--- config.mk ---
export PLATFORM = sky130hd
export DESIGN_NAME = wide_reg_collector
export DESIGN_NICKNAME = d
export VERILOG_FILES = /design/src/rtl/wrc_pkg.sv /design/src/rtl/wrc_decode.sv /design/src/rtl/wrc_lane_store.sv /design/src/rtl/wrc_ctrl.sv /design/src/rtl/wrc_commit_reg.sv /design/src/rtl/wide_reg_collector.sv
export SDC_FILE = /design/constraint.sdc
export NUM_CORES = 1
export LEC_CHECK = 0
export BUFFER_PORTS_ARGS = -buffer_cell sky130_fd_sc_hd__buf_4
export CAP_MARGIN = 20
export CORE_MARGIN = 10
export CORE_UTILIZATION = 35
export DETAILED_ROUTE_END_ITERATION = 6
export MAX_ROUTING_LAYER = met4
export SLEW_MARGIN = 30
export SYNTH_ARGS = -nofsm -noshare
export SYNTH_HDL_FRONTEND = slang
export SYNTH_SLANG_ARGS = --single-unit
--- constraint.sdc ---
create_clock -name clk -period 2 [get_ports clk]
set_input_delay 0.4 -clock clk [delete_from_list [all_inputs] [get_ports clk]]
set_output_delay 0.4 -clock clk [all_outputs]
set_load 0.01 [all_outputs]
--- src/rtl/wrc_pkg.sv ---
package wrc_pkg;
    localparam int DW       = 32;
    localparam int LANES    = 4;
    localparam int LANE_W   = $clog2(LANES);
    localparam int REG_W    = DW * LANES;
    localparam int LOW_W    = DW * (LANES - 1);
    localparam logic [LANE_W-1:0] TOP_LANE = LANE_W'(LANES - 1);

    typedef enum logic [0:0] {
        ST_EMPTY = 1'b0,
        ST_HOLD  = 1'b1
    } col_state_t;

    typedef struct packed {
        logic load;      // store the current dword into its lane
        logic take_idx;  // latch the current register index
        logic clear;     // drop all lane valid flags
        logic fire;      // launch a commit
        logic use_held;  // commit uses held lower lanes
    } col_ctl_t;
endpackage

--- src/rtl/wrc_decode.sv ---
module wrc_decode
    import wrc_pkg::*;
#(
    parameter int IDX_W = 8
) (
    input  logic [IDX_W+LANE_W-1:0] addr,
    output logic [IDX_W-1:0]        idx,
    output logic [LANE_W-1:0]       lane,
    output logic                    is_top
);
    always_comb begin
        lane   = addr[LANE_W-1:0];
        idx    = addr[IDX_W+LANE_W-1:LANE_W];
        is_top = (addr[LANE_W-1:0] == TOP_LANE);
    end
endmodule

--- src/rtl/wrc_lane_store.sv ---
module wrc_lane_store
    import wrc_pkg::*;
(
    input  logic              clk,
    input  logic              rst,
    input  logic              load,
    input  logic              clear,
    input  logic [LANE_W-1:0] lane,
    input  logic [DW-1:0]     wdata,
    input  logic              use_held,
    output logic [LOW_W-1:0]  low_bits
);
    localparam int NLOW = LANES - 1;

    logic [NLOW-1:0][DW-1:0] lane_q;
    logic [NLOW-1:0]         lane_vld;

    for (genvar g = 0; g < NLOW; g++) begin : g_lane
        always_ff @(posedge clk) begin
            if (rst) begin
                lane_vld[g] <= 1'b0;
                lane_q[g]   <= '0;
            end else if (clear) begin
                lane_vld[g] <= 1'b0;
            end else if (load && lane == LANE_W'(g)) begin
                lane_vld[g] <= 1'b1;
                lane_q[g]   <= wdata;
            end
        end

        always_comb begin
            low_bits[g*DW +: DW] = (use_held && lane_vld[g]) ? lane_q[g] : '0;
        end
    end
endmodule

--- src/rtl/wrc_ctrl.sv ---
module wrc_ctrl
    import wrc_pkg::*;
#(
    parameter int IDX_W = 8
) (
    input  logic             clk,
    input  logic             rst,
    input  logic             wr_en,
    input  logic [IDX_W-1:0] idx,
    input  logic             is_top,
    output col_ctl_t         ctl,
    output col_state_t       state,
    output logic [IDX_W-1:0] held_idx
);
    col_state_t state_nxt;
    logic       same_reg;

    always_ff @(posedge clk) begin
        if (rst) begin
            state    <= ST_EMPTY;
            held_idx <= '0;
        end else begin
            state <= state_nxt;
            if (ctl.take_idx) begin
                held_idx <= idx;
            end
        end
    end

    always_comb begin
        same_reg  = (idx == held_idx);
        state_nxt = state;
        ctl       = '0;
        unique case (state)
            ST_EMPTY: begin
                if (wr_en && is_top) begin
                    ctl.fire = 1'b1;                // fire_bypass
                end else if (wr_en) begin
                    ctl.load     = 1'b1;            // capture
                    ctl.take_idx = 1'b1;
                    state_nxt    = ST_HOLD;
                end
            end
            ST_HOLD: begin
                if (wr_en && is_top && same_reg) begin
                    ctl.fire     = 1'b1;            // fire_held
                    ctl.use_held = 1'b1;
                    ctl.clear    = 1'b1;
                    state_nxt    = ST_EMPTY;
                end else if (wr_en && is_top) begin
                    ctl.fire = 1'b1;                // fire_bypass
                end else if (wr_en && same_reg) begin
                    ctl.load = 1'b1;                // gather
                end
                // other-register lower write: drop
            end
            default: state_nxt = ST_EMPTY;
        endcase
    end
endmodule

--- src/rtl/wrc_commit_reg.sv ---
module wrc_commit_reg
    import wrc_pkg::*;
#(
    parameter int IDX_W = 8
) (
    input  logic             clk,
    input  logic             rst,
    input  logic             fire,
    input  logic [IDX_W-1:0] idx,
    input  logic [DW-1:0]    top_dword,
    input  logic [LOW_W-1:0] low_bits,
    output logic             vld,
    output logic [IDX_W-1:0] out_idx,
    output logic [REG_W-1:0] out_data
);
    always_ff @(posedge clk) begin
        if (rst) begin
            vld      <= 1'b0;
            out_idx  <= '0;
            out_data <= '0;
        end else begin
            vld <= fire;
            if (fire) begin
                out_idx  <= idx;
                out_data <= {top_dword, low_bits};
            end
        end
    end
endmodule

--- src/rtl/wide_reg_collector.sv ---
module wide_reg_collector
    import wrc_pkg::*;
#(
    parameter int IDX_W = 8
) (
    input  logic               clk,
    input  logic               rst,
    input  logic               wr_en,
    input  logic [IDX_W+1:0]   wr_addr,
    input  logic [31:0]        wr_data,
    output logic               commit_vld,
    output logic [IDX_W-1:0]   commit_idx,
    output logic [127:0]       commit_data
);
    logic [IDX_W-1:0]  dec_idx;
    logic [LANE_W-1:0] dec_lane;
    logic              dec_top;
    col_ctl_t          ctl;
    col_state_t        fsm_state;
    logic [IDX_W-1:0]  held_idx;
    logic [LOW_W-1:0]  low_bits;

    wrc_decode #(.IDX_W(IDX_W)) u_decode (
        .addr   (wr_addr),
        .idx    (dec_idx),
        .lane   (dec_lane),
        .is_top (dec_top)
    );

    wrc_ctrl #(.IDX_W(IDX_W)) u_ctrl (
        .clk      (clk),
        .rst      (rst),
        .wr_en    (wr_en),
        .idx      (dec_idx),
        .is_top   (dec_top),
        .ctl      (ctl),
        .state    (fsm_state),
        .held_idx (held_idx)
    );

    wrc_lane_store u_store (
        .clk      (clk),
        .rst      (rst),
        .load     (ctl.load),
        .clear    (ctl.clear),
        .lane     (dec_lane),
        .wdata    (wr_data),
        .use_held (ctl.use_held),
        .low_bits (low_bits)
    );

    wrc_commit_reg #(.IDX_W(IDX_W)) u_commit (
        .clk       (clk),
        .rst       (rst),
        .fire      (ctl.fire),
        .idx       (dec_idx),
        .top_dword (wr_data),
        .low_bits  (low_bits),
        .vld       (commit_vld),
        .out_idx   (commit_idx),
        .out_data  (commit_data)
    );
endmodule

* Word level (Yosys, flattened, before mapping) *
Index checks and enable logic that the tools add are counted.

word-level totals
  register bits after elaboration = 245
  input bits = 45
  output and inout port bits = 137
  word-level logic and storage cells = 50

cells by class
  eq/ne operators = 4
  multiplexer cells = 19
  bitwise operators = 2
  reductions and logical operators = 14

operators with widths
  operator            number
  $mux 32             3
  $mux 1              11
  $logic_and 1x1->1   9
  $eq 8x8->1          1
  $pmux 1 s2          3
  $reduce_and 2->1    3
  $eq 2x2->1 const B  2
  $mux 2              2
  $eq 2x1->1 const B  1
  $logic_not 2->1     1
  $not 1->1           2
  $reduce_or 2->1     1

* Longest topological paths before layout *
Gate-level depths: netlist of the first run.

  word-level depth = 8
  mapped depth = 7
  mapped depth without buffers = 5

* Hierarchy *
A second synthesis of the first run with hierarchy kept.

unflattened totals
  cells, all modules = 971
  area total of the unflattened synthesis = 10174.8 um^2

modules (own cells, without submodules)
  module          times used  cells each  area each (um^2)  seq. area each (um^2)
  wrc_commit_reg  1           440         4984.8            2742.6
  wrc_lane_store  1           475         4670.7            1981.9
  wrc_ctrl        1           45          437.9             180.2
  wrc_decode      1           11          81.3              0.0

* Worst setup path after synthesis of the first run *
No wires, ideal clock.

  path kind = input -> register
  from = in wr_addr[6]
  to = reg u_store.lane_q[66] (netlist bit)
  setup time = 0.072 ns
  data arrival time = 1.628 ns
  required time = 1.928 ns
  path slack = 0.301 ns
  cell stages on the path = 7
  path buffers = 2
  cell sequence = xnor2_2 nand4_4 o21ai_2 and4b_1 buf_6 buf_12 mux2i_1

between the ends
  cells in the longest elaborated chain, start to end = 8
  elaborated cells on any way between the ends = 12
  those cells by class = eq/ne (1); mux (6); bitwise (1); reduce/logical (4)

ends and longest elaborated chain
  what                            line                     source
  start: declaration              wide_reg_collector.sv:9  input logic [IDX_W+1:0] wr_addr,
  $eq 8x8->1 *                    wrc_ctrl.sv:31           same_reg = (idx == held_idx);
  $logic_and 1x1->1               wrc_ctrl.sv:52           end else if (wr_en && same_reg) begin
  $mux 1                          wrc_ctrl.sv:52
  $mux 1                          wrc_ctrl.sv:50           end else if (wr_en && is_top) begin
  $mux 1                          wrc_ctrl.sv:45           if (wr_en && is_top && same_reg) begin
  $pmux 1 s2                      wrc_ctrl.sv:34           unique case (state)
  $logic_and 1x1->1               wrc_lane_store.sv:25     end else if (load && lane == LANE_W'(g)) begin
  $reduce_and 2->1 (no line) *    n/a
  end signal: indexed assignment  wrc_lane_store.sv:27     lane_q[g] <= wdata;
  end: declaration                wrc_lane_store.sv:15     logic [NLOW-1:0][DW-1:0] lane_q;

Every way passes the cells marked *; elsewhere a longest branch is shown, timed or not.
A chain may end at the register's enable or synchronous reset.

* Worst setup path in the final report of the first run *
  from = reg u_ctrl.held_idx[0]
  to = reg u_store.lane_q[70] (netlist bit)

between the ends
  cells in the longest elaborated chain, start to end = 8
  elaborated cells on any way between the ends = 12
  those cells by class = eq/ne (1); mux (6); bitwise (1); reduce/logical (4)

ends and longest elaborated chain
  what                          line                  source
  start: declaration            wrc_ctrl.sv:13        output logic [IDX_W-1:0] held_idx
  start signal: assignment      wrc_ctrl.sv:25        held_idx <= idx;
  $eq 8x8->1 *                  wrc_ctrl.sv:31
  $logic_and 1x1->1             wrc_ctrl.sv:52
  $mux 1                        wrc_ctrl.sv:52
  $mux 1                        wrc_ctrl.sv:50
  $mux 1                        wrc_ctrl.sv:45
  $pmux 1 s2                    wrc_ctrl.sv:34
  $logic_and 1x1->1             wrc_lane_store.sv:25
  $reduce_and 2->1 (no line) *  n/a

Marks and branches as above.

==> impl_results.md, run 1 <==
- Post-Synthesis Cells: just over 900
- R2r setup slk: about 0.23 ns
- Clock Latency Late Sink: roughly 0.53 ns
- Tot GR Track Use: 14.5%
- ANT nets after route: 0
- Hold WC Path Type: in -> reg
- Pin count of the biggest net entering global routing: 47
- Worst-Margin Slew: around 0.37 ns
- Gates resized, CTS repair: 0
- Core area: about 25000 sq um
- Row cnt: 58
- Status: completed
- Top FF cell, synth: dfxtp_1
- Setup WS post-layout: approximately 0.23 ns
- Top cells by area, synth: dfxtp_1, mux2i_1, nand2b_1
- Layout cells sized above 1: about a quarter
- Synthesized area: between 9000 and 10000 sq um
- Starting Density: 35.8%
- Sequential area share after synthesis: about 54%
- Mapped Avg Cell Area: about 10 sq um
- DR DRC count: 0
- Routed WL: between 20000 and 25000 microns
- DRT Pass-1 Iters: 4
- First-pass GRT wire length: approximately 39000 microns
- VDD IR-drop max: around 550 uV
- Hold Vio Cnt, Final: 0
- Clock Path Buffers: 3
- Die width: between 150 and 200 microns
- Critical path arrival: roughly 2.2 ns
- EDFF count, synth: 0
- CTS Hold Buffers Added: 0
- Post-CTS setup buffer count: 0
- HP Start: wr_data[20]
- Routed via count: between 6000 and 7000
- Highest Clock Rate: 565 MHz
- Syn Nets: ~950
- CTS buffer count: 27
- Synth Warn #: 0
- Post-layout util: a little under half
- Clock Root Buffer: clkbuf_16
- Ant diodes: 0
- Routed WL per cell: approximately 17 microns
- Reg2reg start: u_ctrl.held_idx[0]
- DIE AREA: 32700 sq um
- Area leader, netlist: dfxtp_1
- Nets@finish: ~1100
- Cell with the most instances after synthesis: dfxtp_1
- DR vias/cell: about 4.8
- Max_cap viols: 0
- CTS clock-pin slew for the worst setup and hold paths: 0.06 ns
- Hold EP: u_commit.out_data[116]
- Synth top cells by count: dfxtp_1, nand2b_1, nor2_1
- Synth unique cells: 29
- Leak Pwr: between 0.004 and 0.005 uW
- Total gr overflow: 0
- Max-slew headroom: 75.4%
- Max Fanout on Critical Path: 16
- Clock Sinks: about 250
- P&R area growth vs syn: 29.5%
- CP Class: reg -> reg
- FF-to-FF End: u_store.lane_q[70]
- Pins Over Slew Limit: 0
- Unrepaired setup endpoints after global routing: no
- Fraction of registers with async set/reset: 0%
- Dpl hpwl: between 15000 and 20000 microns
- PortBufs: 181
- Final Critical Period: approximately 1.8 ns
- Ratio of total power to cell area: slightly below 900 nW/um^2
- Pre-CTS setup slack: around 0.055 ns
- Yosys reg bits: 245
- CTS tree: built
- Initial antenna violation count: 0
- DRT iter0 DRCs: between 400 and 500
- Final setup viols: 0
- Die Height: between 150 and 200 microns
- Critical path endpoint category: register
- Hold Path Stages: 3
- R2R depth: 6
- Critical Path RT: 2.44 ns
- Synth top area share: a little over half
- IO Pins: 182
- Vias in the first global route: ~7000
- RePlAce Congestion: approximately 0.71
- H-tree levels: 1
- Final period util: between 80% and 90%
- Final TNS setup: 0 ns
- Clk_skew: around 0.016 ns
- CP startpoint kind: register
worst max path at each step:
stage / start / cells after the start / to
3_5_place_dp: wr_addr[8] / 7 / u_commit.out_data[60]
6_report: u_ctrl.held_idx[0] / 6 / u_store.lane_q[70]
2_1_floorplan: wr_addr[6] / 7 / u_store.lane_q[66]
4_1_cts: u_ctrl.held_idx[0] / 6 / u_store.lane_q[70]
5_1_grt: u_ctrl.held_idx[6] / 6 / u_commit.out_data[33]
3_3_place_gp: wr_addr[8] / 7 / u_commit.out_data[61]
through the flow:
stage	std cells	total power, uW	instance area, sq um	hold WS (ns)
global placement	1379	5810	10900	0.442
detailed placement	1379	5820	10900	0.447
global route	1424	10800	11700	0.117
finish	1424	10400	11700	0.128
floorplan	907	5530	9060	0.440
CTS	1424	10500	11700	0.103
final cells by class:
class | count | area, sq um
clock buffer | 39 | 771
clock inverter | 6 | 61.3
fill | 2381 | 13600
inverter | 3 | 11.3
multi-input combinational | 588 | 3800
sequential | 245 | 4900
tap | 330 | 413
timing repair buffer | 213 | 1780
critical path: stages, from the launching register on:
cell     delay, ns
dfxtp_1       0.33
xnor2_2       0.23
nand4_4       0.16
o21ai_2       0.22
and4b_2       0.32
buf_12        0.19
mux2i_1       0.22
layout by cell type (no fill, tap or decap), types with 2 or more instances in the layout:
cell type / netlist / final
mux2i_1: 104 / 104
clkbuf_1: 46 / 7
a22oi_1: 96 / 96
inv_1: 3 / 3
nand2_1: 84 / 84
nor3_1: 2 / 2
a21boi_1: 2 / 2
dfxtp_1: 245 / 245
clkbuf_16: 0 / 27
buf_12: 3 / 14
a21oi_1: 41 / 41
nand3_1: 3 / 2
clkbuf_8: 0 / 5
clkinv_2: 0 / 3
nand2b_1: 128 / 128
xnor2_1: 4 / 4
nor2_1: 107 / 107
buf_4: 0 / 198
xnor2_2: 4 / 4
nor4_4: 3 / 3
sequential cells by signal, indices dropped and copies added (netlist names):
register / cells
u_commit.out_idx: 8
u_ctrl.held_idx: 8
u_store.lane_vld: 3
u_ctrl.state: 1
u_commit.vld: 1
u_store.lane_q: 96
u_commit.out_data: 128
cells by family (layout without fill, tap and decap cells):
logic type,count (synthesis),in the layout,synth area share [%]
multiplexers,104,104,11.5
AND/OR/NAND/NOR,335,335,18.6
XOR/XNOR,8,8,1.10
flip-flops,245,245,54.1
AO/OA/AOI/OAI,141,141,10.6
buffers and inverters,74,261,4.13
layer usage:
layer	up-vias	track usage [%]	wire length, microns
li1	3407	-	-
met2	154	22.8	11000
met4	0	3.25	481
met5	-	-	0
met3	37	4.32	1620
met1	3235	18.1	10900
power by group:
part / switching, uW / internal (uW)
sequential: 56.1 / 4990
clock: 1910 / 2780
combinational: 353 / 302
total: 2320 / 8060
No activity file was read; power rests on OpenSTA's default activity.
==> inputs of run 2 (changes only) <==
clock period = 2.3 ns   (was 2 ns; I/O delays follow)
==> run 2 against run 1 <==
Worst hold slack gained 0.061 ns; flip-flop and latch count unchanged; cell area shrank 0.69%; via count fell by 1.2%; critical path type unchanged; clock-buffer cell count up 2; clock skew is 0.0016 ns higher; largest power group unchanged; highest routed layer unchanged; sequential share of layout area up 0.29 points; first-iteration DRC count decreased by 35%.
==> impl_results.md, run 2 (synthesis gave the netlist of run 1 again) <==
- Starting Density: 35.8%
- Routed via count: 6754
- DIE AREA: around 33000 sq um
- Hold Path Stages: 3
- IO Pins: 182
- Worst-Margin Slew: 0.625 ns
- Total gr overflow: 0
- FF/Latch Area: roughly 5000 sq um
- Final setup viols: 0
- Ant diodes: 0
- DRT Pass-1 Iters: 4
- Top reg by flops: u_commit.out_data
- Critical path arrival: roughly 2.3 ns
- R2R depth: 6
- Critical path endpoint category: register
- Clock Root Buffer: clkbuf_16
- Final period util: between 80% and 90%
- Hold EP: u_commit.out_data[114]
- H-tree levels: 1
- Layout cells sized above 1: between 20% and 30%
- Die Height: 181 microns
- Pin count of the biggest net entering global routing: 68
- Tot GR Track Use: between 10 and 15%
- Routed WL per cell: roughly 17 microns
- DRT iter0 DRCs: between 300 and 400
- Die width: roughly 180 microns
- Row cnt: between 50 and 60
- Highest Clock Rate: 539 MHz
- Clk_skew: ~0.018 ns
- Placed Area: around 11000 sq um
- DR vias/cell: ~4.8
- Leak Pwr: 0.00493 uW
- Unrepaired setup endpoints after global routing: no
- P&R area growth vs syn: 28.6%
- Clock Latency Late Sink: between 0.5 and 0.6 ns
- Max Fanout on Critical Path: 33
- Multi-input gate area: around 3800 sq um
- Final TNS setup: 0 ns
- Routed WL: 23800 microns
- CTS Hold Buffers Added: 0
- # fillers: ~2500
- # placed instances: between 1000 and 1500
- Dpl hpwl: 16100 microns
- VDD IR-drop max: ~470 uV
- PortBufs: 181
- Vias in the first global route: 6843
- First-pass GRT wire length: roughly 38000 microns
- Hold Vio Cnt, Final: 0
- Biggest regs: u_commit.out_data x128, u_store.lane_q x96
- DR DRC count: 0
- Commonest non-fill, non-tap cell in the layout: dfxtp_1
- Layout Cells excl Fill: 1421
- CTS buffer count: 26
- Clock Path Buffers: 3
- Number of flip-flops in the largest register: about 130
- Core area: about 25000 sq um
- RePlAce Congestion: approximately 0.73
- Hold WC Path Type: in -> reg
- Design area: about 12000 sq um
- ANT nets after route: 0
- Pins Over Slew Limit: 0
- Max-slew headroom: about three fifths
- CP startpoint kind: register
- Status: completed
- CTS tree: built
- CTS clock-pin slew for the worst setup and hold paths: 0.06 ns
- Post-CTS setup buffer count: 0
- CP Class: reg -> reg
- Worst Hold Margin: approximately 0.19 ns
- Critical Path RT: 2.74 ns
- Gates resized, CTS repair: 0
- Reg2reg start: u_ctrl.held_idx[0]
- Final Critical Period: ~1.9 ns
- R2r setup slk: 0.45 ns
- HP Start: wr_data[18]
- Ratio of total power to cell area: slightly below 800 nW/um^2
- Most frequent cells in the layout: dfxtp_1, buf_4, nand2b_1, nor2_1, mux2i_1
- Initial antenna violation count: 0
- FF-to-FF End: u_store.lane_q[89]
- Max_cap viols: 0
- Nets@finish: ~1100
- Clock Sinks: ~250
-- run 2: cell types whose count changed in the layout (fill, tap and decap cells not counted), sizes merged --
cell | before | now
inv | 4 | 3
clkbuf | 39 | 41
bufinv | 1 | 0
buf | 213 | 208
clkinv | 3 | 5
-- run 2: final cells by class --
type	count	area share [%]
clock buffers	41	7.02
inverters	3	0.0966
repair buffers	208	14.4
multi-input cells	588	32.6
well taps	330	3.54
clock inverters	6	0.279
flip-flops and latches	245	42.1
-- run 2: worst max-delay path, cell delays in order (launching register included) --
cell and delay (ns):
dfxtp_1 0.33, xnor2_2 0.23, nand4_4 0.20, o21ai_2 0.23, and4b_2 0.28, buf_12 0.27
mux2i_1 0.22
-- run 2: report_power, final --
group	leakage (uW)	total [uW]	internal, uW	switching [uW]
clock	0.000423	4100	2430	1680
combinational	0.00253	557	252	305
sequential	0.00198	4380	4330	48.8
total	0.00493	9040	7010	2030
-- run 2: metrics by stage --
| stage | setup slack [ns] | util [%] | power [uW] |
|---|---|---|---|
| 6_report | 0.446 | 46.0 | 9040 |
| 5_1_grt | 0.315 | 46.0 | 9380 |
| 2_1_floorplan | 0.541 | - | 4810 |
| 3_5_place_dp | 0.201 | 42.7 | 5040 |
| 3_3_place_gp | 0.259 | 42.7 | 5030 |
| 4_1_cts | 0.416 | 46.0 | 9170 |
-- run 2: layer usage --
metal | vias up | track usage [%] | part of all wire, %
met4 | 0 | 3.08 | 1.5
li1 | 3400 | - | -
met5 | - | - | 0
met1 | 3167 | 18.0 | 47
met2 | 152 | 22.4 | 45
met3 | 35 | 4.02 | 6.6
-- run 2: worst max-delay path by stage --
stage,from,endpoint,slack [ns],cells after the start
floorplan,wr_addr[6],u_store.lane_q[66],0.54,7
global placement,wr_addr[3],u_store.lane_q[84],0.26,7
detailed placement,wr_addr[7],u_store.lane_q[89],0.20,7
CTS,u_ctrl.held_idx[0],u_store.lane_q[89],0.42,6
global route,u_ctrl.held_idx[1],u_store.lane_q[89],0.31,6
finish,u_ctrl.held_idx[0],u_store.lane_q[89],0.45,6
==> inputs of run 3 (changes only) <==
ABC_AREA = 1   (was unset)
clock period = 1.9 ns   (was 2.3 ns; I/O delays follow)
==> run 3 against run 2 <==
Cell count is 23% higher; die area is 5.5% higher; highest routed layer unchanged; first-iteration DRC count is 130% higher.
==> impl_results.md, run 3 <==
- Synth unique cells: 19
- Number of flip-flops in the largest register: between 100 and 150
- Clock Root Buffer: clkbuf_16
- Max Fanout on Critical Path: 44
- Critical Path RT: between 2 and 2.5 ns
- Core area: ~27000 sq um
- Final TNS setup: 0 ns
- Routed via count: 9065
- Design area: about 12000 sq um
- Reg2reg start: u_ctrl.held_idx[7]
- Routed WL: approximately 32000 microns
- Hold Vio Cnt, Final: 0
- Area leader, netlist: dfxtp_1
- CTS clock-pin slew for the worst setup and hold paths: approximately 0.060 ns
- ANT nets after route: 0
- Highest Clock Rate: ~620 MHz
- Synth top cells by count: nand2_1, dfxtp_1, a21oi_1
- Synthesized area: approximately 9600 sq um
- CTS buffer count: 28
- CP startpoint kind: register
- # fillers: around 2700
- VDD IR-drop max: ~560 uV
- FF-to-FF End: u_store.lane_q[14]
- Fraction of registers with async set/reset: 0%
- Synth top area share: between 50% and 60%
- Hold EP: u_commit.out_data[122]
- DIE AREA: around 35000 sq um
- Ratio of total power to cell area: 945 nW/um^2
- HP Start: wr_data[26]
- Starting Density: 35.6%
- Syn Nets: around 1300
- Top reg by flops: u_commit.out_data
- Leak Pwr: slightly below 0.005 uW
- Clock Latency Late Sink: approximately 0.54 ns
- Vias in the first global route: 8444
- DRT Pass-1 Iters: 6
- Row cnt: 60
- Post-Synthesis Cells: about 1300
- CTS tree: built
- Mapped Avg Cell Area: between 7 and 8 sq um
- Status: completed
- Yosys reg bits: around 250
- Worst-Margin Slew: roughly 0.62 ns
- Pin count of the biggest net entering global routing: 138
- Final Critical Period: 1.62 ns
- Cell with the most instances after synthesis: nand2_1
- Final period util: about 85%
- Commonest non-fill, non-tap cell in the layout: nand2_1
- Top FF cell, synth: dfxtp_1
- Die Height: between 150 and 200 microns
- RePlAce Congestion: between 0.8 and 0.9
- Hold Path Stages: 3
- Clock Sinks: around 250
- EDFF count, synth: 0
- P&R area growth vs syn: 27.5%
- Ant diodes: 0
- Nets@finish: 1438
- Synth Warn #: 0
- Placed Area: about 11000 sq um
- First-pass GRT wire length: 48900 microns
- Initial antenna violation count: 0
- Gates resized, CTS repair: 0
- Total gr overflow: 0
- Clk_skew: ~0.014 ns
- PortBufs: around 180
- Top cells by area, synth: dfxtp_1, a21oi_1, nand2_1
- Critical path endpoint category: register
- Die width: ~190 microns
- DRT iter0 DRCs: about 750
- Routed WL per cell: ~18 microns
- Final setup viols: 0
- R2r setup slk: roughly 0.28 ns
- CP Class: reg -> reg
- Pins Over Slew Limit: 0
- Clock Path Buffers: 3
- R2R depth: 9
- Sequential area share after synthesis: between 50% and 60%
- H-tree levels: 1
- Critical path arrival: 2.05 ns
- Hold WC Path Type: in -> reg
- DR vias/cell: roughly 5.2
- Most frequent cells in the layout: nand2_1, dfxtp_1, a21oi_1, buf_4, nand3_1
- Max_cap viols: 0
- Tot GR Track Use: between 10% and 20%
- Post-CTS setup buffer count: 0
- DR DRC count: 0
- Layout cells sized above 1: a little under a fifth
- Max-slew headroom: roughly three fifths
- Biggest regs: u_commit.out_data x128, u_store.lane_q x96
- Unrepaired setup endpoints after global routing: no
- Dpl hpwl: ~21000 microns
- CTS Hold Buffers Added: 0
- IO Pins: around 180
[run 3: cell count changes after synthesis, sizes merged, moves of 94 or more]
cell / previous run / this run
nand2: 84 / 258
a21oi: 41 / 244
nand2b: 128 / 0
nand4: 2 / 96
a22oi: 96 / 0
mux2i: 104 / 0
nand3: 4 / 143
[run 3: area by class of cell]
class / count / area [sq um] / area share, %
Clock buffer: 43 / 808 / 6.59
Tap cell: 341 / 427 / 3.48
Multi-Input combinational cell: 856 / 4030 / 32.8
Sequential cell: 245 / 4900 / 40.0
Clock inverter: 6 / 87.6 / 0.714
Inverter: 47 / 176 / 1.44
Timing Repair Buffer: 215 / 1840 / 15.0
[run 3: worst max-delay path, stage by stage, from the launching register on]
cell and delay, ns:
dfxtp_1 0.32, xnor2_1 0.19, nand2_1 0.07, nor2_1 0.10, nand3_1 0.17, nand2_8 0.20
buf_12 0.23, nand3_1 0.10, nand2_1 0.08, nor2_1 0.04
[run 3: stage by stage]
stage                     total power, uW  util [%]  instances  setup slack [ns]  hold slack (ns)
after floorplan                      6040         -       1273             0.441            0.444
after global placement               6430      42.1       1704            0.0642            0.449
after detailed placement             6440      42.1       1704            0.0654            0.453
after CTS                           11700      45.4       1753             0.249            0.114
after global routing                12000      45.4       1753            0.0339            0.123
final                               11600      45.4       1753             0.276            0.132
[run 3: metal layers]
| layer | part of all wire (%) | up-vias | track usage, % |
|---|---|---|---|
| met5 | 0 | - | - |
| met4 | 2.6 | 0 | 4.90 |
| met3 | 6.8 | 60 | 4.25 |
| met2 | 46 | 253 | 28.5 |
| met1 | 44 | 4216 | 23.7 |
| li1 | - | 4536 | - |
[run 3: power breakdown]
group          switching, uW  internal [uW]  total [uW]
clock                   2080           3180        5260
combinational            651            338         989
sequential              75.4           5270        5340
total                   2810           8790       11600
[run 3: how the worst max path moves through the flow]
stage	from	to	cells past startpoint
floorplan	wr_en	u_store.lane_q[44]	10
global placement	wr_addr[8]	u_store.lane_q[2]	10
detailed placement	wr_addr[9]	u_store.lane_q[2]	10
CTS	u_ctrl.held_idx[7]	u_store.lane_q[2]	9
global route	u_ctrl.held_idx[7]	u_store.lane_q[19]	9
finish	u_ctrl.held_idx[7]	u_store.lane_q[14]	9
[run 3: cells by family (layout without fill, tap and decap cells)]
| logic type | Yosys count | count (layout) | synth area share [%] |
|---|---|---|---|
| AOI/OAI and AO/OA | 247 | 247 | 12.8 |
| xor gates and xnor gates | 5 | 5 | 0.455 |
| and+or+nand+nor | 604 | 604 | 28.1 |
| buffers and inverters | 172 | 311 | 7.66 |
| DFF | 245 | 245 | 51.0 |
